### src/rtl/fac_pkg.sv
package fac_pkg;
   // fill variant selectors
   localparam int FILL_POINTER_ONLY = 0;
   localparam int FILL_FIRST_FREE   = 1;

   // mask that keeps the address field of a stored word and drops the data field
   function automatic logic [63:0] addr_field_mask(input int aw, input int dw);
      logic [63:0] m;
      m = '0;
      for (int i = 0; i < aw; i++) m[dw + i] = 1'b1;
      return m;
   endfunction
endpackage

### src/rtl/fac_match.sv
module fac_match
   import fac_pkg::*;
#(
   parameter int ENTRIES = 8,
   parameter int ADDR_W  = 16,
   parameter int DATA_W  = 8,
   localparam int WORD_W = ADDR_W + DATA_W
) (
   input  logic [ENTRIES-1:0][WORD_W-1:0] words,
   input  logic [ENTRIES-1:0]             valid,
   input  logic [WORD_W-1:0]              key,
   output logic [ENTRIES-1:0]             match,
   output logic                           any_hit,
   output logic [WORD_W-1:0]              hit_word
);
   localparam logic [63:0] MASK_WIDE = addr_field_mask(ADDR_W, DATA_W);
   localparam logic [WORD_W-1:0] MASK = MASK_WIDE[WORD_W-1:0];

   for (genvar g = 0; g < ENTRIES; g++) begin : g_cell
      assign match[g] = valid[g] & (((words[g] ^ key) & MASK) == '0);
   end

   assign any_hit = |match;

   always_comb begin
      hit_word = '0;
      for (int i = 0; i < ENTRIES; i++)
         if (match[i]) hit_word = hit_word | words[i];
   end
endmodule

### src/rtl/fac_victim.sv
module fac_victim
   import fac_pkg::*;
#(
   parameter int ENTRIES   = 8,
   parameter int FILL_MODE = FILL_FIRST_FREE,
   localparam int IDX_W    = $clog2(ENTRIES)
) (
   input  logic               clk,
   input  logic               rst_n,
   input  logic [ENTRIES-1:0] valid,
   input  logic               fill_en,
   output logic [IDX_W-1:0]   victim
);
   localparam logic [IDX_W-1:0] LAST = IDX_W'(ENTRIES - 1);

   logic [IDX_W-1:0] ptr_q;

   if (FILL_MODE == FILL_FIRST_FREE) begin : g_first_free
      logic [IDX_W-1:0] first_free;
      logic             any_free;
      always_comb begin
         first_free = '0;
         any_free   = 1'b0;
         for (int i = ENTRIES - 1; i >= 0; i--)
            if (!valid[i]) begin
               first_free = IDX_W'(i);
               any_free   = 1'b1;
            end
      end
      assign victim = any_free ? first_free : ptr_q;
   end else begin : g_ptr_only
      logic unused_valid;
      assign unused_valid = ^valid;
      assign victim = ptr_q;
   end

   always_ff @(posedge clk or negedge rst_n) begin
      if (!rst_n)       ptr_q <= '0;
      else if (fill_en) ptr_q <= (victim == LAST) ? '0 : victim + IDX_W'(1);
   end
endmodule

### src/rtl/fac_counters.sv
module fac_counters #(
   parameter int CNT_W = 16
) (
   input  logic             clk,
   input  logic             rst_n,
   input  logic             done,
   input  logic             was_hit,
   output logic [CNT_W-1:0] hits,
   output logic [CNT_W-1:0] misses
);
   always_ff @(posedge clk or negedge rst_n) begin
      if (!rst_n) begin
         hits   <= '0;
         misses <= '0;
      end else if (done) begin
         if (was_hit) hits   <= hits + CNT_W'(1);
         else         misses <= misses + CNT_W'(1);
      end
   end
endmodule

### src/rtl/fa_fifo_cache.sv
module fa_fifo_cache
   import fac_pkg::*;
#(
   parameter int ADDR_W    = 16,
   parameter int DATA_W    = 8,
   parameter int ENTRIES   = 8,
   parameter int CNT_W     = 16,
   parameter int FILL_MODE = FILL_FIRST_FREE
) (
   input  logic              clk,
   input  logic              rst_n,
   input  logic              cpu_req,
   input  logic              cpu_we,
   input  logic [ADDR_W-1:0] cpu_addr,
   input  logic [DATA_W-1:0] cpu_wdata,
   output logic [DATA_W-1:0] cpu_rdata,
   output logic              cpu_done,
   output logic              mem_req,
   output logic              mem_we,
   output logic [ADDR_W-1:0] mem_addr,
   output logic [DATA_W-1:0] mem_wdata,
   input  logic [DATA_W-1:0] mem_rdata,
   input  logic              mem_ack,
   output logic [CNT_W-1:0]  hit_count,
   output logic [CNT_W-1:0]  miss_count
);
   localparam int WORD_W = ADDR_W + DATA_W;
   localparam int IDX_W  = $clog2(ENTRIES);

   if (ENTRIES < 2) begin : g_bad_entries
      $error("ENTRIES must be at least 2");
   end
   if (WORD_W > 64) begin : g_bad_width
      $error("ADDR_W + DATA_W must not exceed 64");
   end
   if (CNT_W < 1) begin : g_bad_cnt
      $error("CNT_W must be at least 1");
   end
   if (FILL_MODE != FILL_FIRST_FREE && FILL_MODE != FILL_POINTER_ONLY) begin : g_bad_mode
      $error("unknown FILL_MODE");
   end

   logic [ENTRIES-1:0][WORD_W-1:0] words_q;
   logic [ENTRIES-1:0]             valid_q;
   logic [ENTRIES-1:0]             match;
   logic                           is_hit;
   logic [WORD_W-1:0]              hit_word;
   logic [IDX_W-1:0]               victim;
   logic                           fill_en;
   logic                           wr_update;

   fac_match #(
      .ENTRIES(ENTRIES), .ADDR_W(ADDR_W), .DATA_W(DATA_W)
   ) u_match (
      .words   (words_q),
      .valid   (valid_q),
      .key     ({cpu_addr, {DATA_W{1'b0}}}),
      .match   (match),
      .any_hit (is_hit),
      .hit_word(hit_word)
   );

   fac_victim #(
      .ENTRIES(ENTRIES), .FILL_MODE(FILL_MODE)
   ) u_victim (
      .clk    (clk),
      .rst_n  (rst_n),
      .valid  (valid_q),
      .fill_en(fill_en),
      .victim (victim)
   );

   // memory side: writes always go out, reads only on a miss
   assign mem_req   = cpu_req & (cpu_we | ~is_hit);
   assign mem_we    = cpu_req & cpu_we;
   assign mem_addr  = cpu_addr;
   assign mem_wdata = cpu_wdata;

   assign cpu_done  = cpu_req & (mem_req ? mem_ack : 1'b1);
   assign cpu_rdata = is_hit ? hit_word[DATA_W-1:0] : mem_rdata;

   assign fill_en   = cpu_req & ~cpu_we & ~is_hit & mem_ack;
   assign wr_update = cpu_req &  cpu_we &  is_hit & mem_ack;

   always_ff @(posedge clk or negedge rst_n) begin
      if (!rst_n) begin
         valid_q <= '0;
         words_q <= '0;
      end else begin
         for (int i = 0; i < ENTRIES; i++) begin
            if (fill_en && victim == IDX_W'(i)) begin
               words_q[i] <= {cpu_addr, mem_rdata};
               valid_q[i] <= 1'b1;
            end else if (wr_update && match[i]) begin
               words_q[i][DATA_W-1:0] <= cpu_wdata;
            end
         end
      end
   end

   fac_counters #(.CNT_W(CNT_W)) u_cnt (
      .clk    (clk),
      .rst_n  (rst_n),
      .done   (cpu_done),
      .was_hit(is_hit),
      .hits   (hit_count),
      .misses (miss_count)
   );
endmodule

### config.mk
export PLATFORM = sky130hd
export DESIGN_NAME = fa_fifo_cache
export DESIGN_NICKNAME = d
export VERILOG_FILES = /design/src/rtl/fac_pkg.sv /design/src/rtl/fac_match.sv /design/src/rtl/fac_victim.sv /design/src/rtl/fac_counters.sv /design/src/rtl/fa_fifo_cache.sv
export SDC_FILE = /design/constraint.sdc
export NUM_CORES = 1
export LEC_CHECK = 0
export BUFFER_PORTS_ARGS = -buffer_cell sky130_fd_sc_hd__buf_2
export CORE_MARGIN = 5
export CORE_UTILIZATION = 45
export CTS_BUF_LIST = sky130_fd_sc_hd__clkbuf_8 sky130_fd_sc_hd__clkbuf_16
export DETAILED_ROUTE_END_ITERATION = 8
export MAX_ROUTING_LAYER = met4
export SLEW_MARGIN = 20
export SYNTH_ARGS = -nofsm -noshare
export SYNTH_HDL_FRONTEND = slang
export SYNTH_HIERARCHICAL = 1
export SYNTH_SLANG_ARGS = --single-unit
export TNS_END_PERCENT = 10
### constraint.sdc
create_clock -name clk -period 14.3 [get_ports clk]
set_input_delay 4.29 -clock clk [delete_from_list [all_inputs] [get_ports clk]]
set_output_delay 4.29 -clock clk [all_outputs]
set_load 0.02 [all_outputs]
==> qor.yml <==
drt:
  first_pass_iters: 7
  wl_um: 36100
  drtIter0Drc: 1032
  ant_nets: 0
  via_per_inst: 5.93
  routedWlPerCell_um: 22.4
  num_vias: 9537
  drc: 0
cells_and_area:
  final_area_um2: 14100
  drive_gt1_share_pct: 26.7
  final_cell_count_no_fill: 1609
  multi_input_area_um2: 6100
  n_antenna_cell: 0
  syn_to_final_growth_pct: 9.16
  nets: 1250
  regArea_um2: 5880
  fillers: 2641
setup_path:
  critPathLaunch: "cpu_addr[5]"
  endpoint_kind: "output pin"
  crit_required_ps: 10010
  critPathMaxFanout: 18
  rr_startpoint: "words_q[33]$_DFFE_PN0P_"
  cp.arrival_ps: 8220
  startpoint_type: "input port"
  crit_type: "input port to output pin"
global_routing:
  grt_antenna_before_repair: 0
  globalRouteOverflowTotal: 0
  grt_pass1_wl_um: 55200
  track_usage_pct: 22.8
  grt_max_degree: 115
  grt_pass1_vias: 9312
hold_path:
  min_from: "u_cnt/hits[15]$_DFFE_PN0P_"
  min_path_type: "flop to flop"
clock_tree:
  numCtsBuffers: 27
  cts_hold_buffers: 0
  htreeDepth: 1
  cts_tree: "built"
  root_buffer: "clkbuf_16"
  cts_resized: 0
  clock_latency_ps: 540
  cts_num_sinks: 235
  clock_path_buffers: 3
  path_clk_slew_ps: 50
  cts_setup_buffers: 0
yosys:
  synth_warnings: 6
  synth.avg_cell_area_um2: 10.7
  synth_cells: 1199
  synth_area_um2: 12900
  synthesis.nets: 1240
die:
  coreArea_um2: 28500
  start_util_pct: 45.3
  design.die.area_um2: 32100
  die_x_um: 179
  fp-row-count: 62
  die_h_um: 179
  io-pin-count: 104
sta:
  drv_slew: 0
  min_period_ps: 12510
  fmax_ghz: 0.0799
  rsz0062_at_grt: "false"
  slew_headroom_pct: 22.3
  skew_ps: 20.1
  fin_crit_sh_pct: 87.5
  setup_viol: 0
  fin_hold_ws_ps: 464
  final_hold_viol_count: 0
  worst_slew_pin_slew_ps: 1160
  tns_ps: 0
job:
  drv_cap: 0
placement:
  place_inst: 1564
  hpwl_um: 23500
  dpl_cell_area_um2: 13200
  portBuffers: 103
  gp_congestion: 0.903
power_and_ir_drop:
  p_leak_nw: 6.07
  power_density_nw_per_um2: 186
  power_w: 0.00262
  ir_drop_mv: 0.102
run_status:
  status: "complete, no violations"
==> per-stage QoR <==
step	setup slack, ps	util (%)
after floorplan	2710	-
after global placement	2050	46.2
after detailed placement	1890	46.2
after CTS	1870	49.4
after global routing	1450	49.4
final	1790	49.4
==> metal layers <==
layer  part of all wire (%)  global-route usage [%]  vias to the layer above  wire length, um
li1                       -                       -                     4262                -
met2                     47                    37.0                      415            17000
met3                    6.4                    2.72                       96             2310
met4                    4.5                    8.85                        0             1610
met5                      0                       -                        -                0
met1                     42                    29.5                     4764            15200
==> worst max-delay path, cell delays in order <==
cell      delay [ps]
buf_2            360
nand2b_1         160
o221ai_1         120
nor4b_2         1000
and3_1           540
nor4_1           100
nand2_1          480
a21boi_0         210
a21boi_0         640
buf_2            300
==> cell type report <==
| class | count | area share, % |
|---|---|---|
| inverter | 18 | 0.480 |
| sequential | 235 | 41.8 |
| multi-input combinational | 808 | 43.3 |
| clock buffer | 33 | 5.39 |
| clock inverter | 12 | 0.978 |
| tap | 384 | 3.42 |
| timing repair buffer | 119 | 4.59 |
==> placed cells by master (no fill, tap or decap), types with 27 or more instances in the layout <==
cell and count:
a31oi_1 65, buf_2 102, clkbuf_16 27, dfrtp_1 235, mux2_2 95, mux2_4 44, nand2_1 58, nand3_1 86
nand4_1 46, nor3_1 68, o21ai_0 65, xnor2_1 115, xor2_1 37
==> report_power, final <==
group / total (W) / leakage [nW] / switching (W) / internal [W]
Clock: 0.000702 / 0.455 / 0.000276 / 0.000426
Combinational: 0.000791 / 2.61 / 0.000397 / 0.000393
Sequential: 0.00113 / 3.01 / 0.000198 / 0.000932
Total: 0.00262 / 6.07 / 0.000872 / 0.00175
==> final timing paths <==
path	cells after the start	slack, ps	end
max in group asynchronous	2	9080	words_q[166]$_DFFE_PN0P_
hold reg to reg	1	460	u_cnt/hits[15]$_DFFE_PN0P_
setup reg to reg	12	9150	words_q[176]$_DFFE_PN0P_
min in group asynchronous	1	3800	u_cnt/hits[6]$_DFFE_PN0P_
hold / removal	1	460	u_cnt/hits[15]$_DFFE_PN0P_
setup / recovery	10	1790	cpu_done
==> flip-flops by register name (all words and copies together), names as in the netlist <==
register        flops
u_cnt/misses       16
u_cnt/hits         16
valid_q             8
u_victim/ptr_q      3
words_q           192
Power figures use the tool's default switching activity.
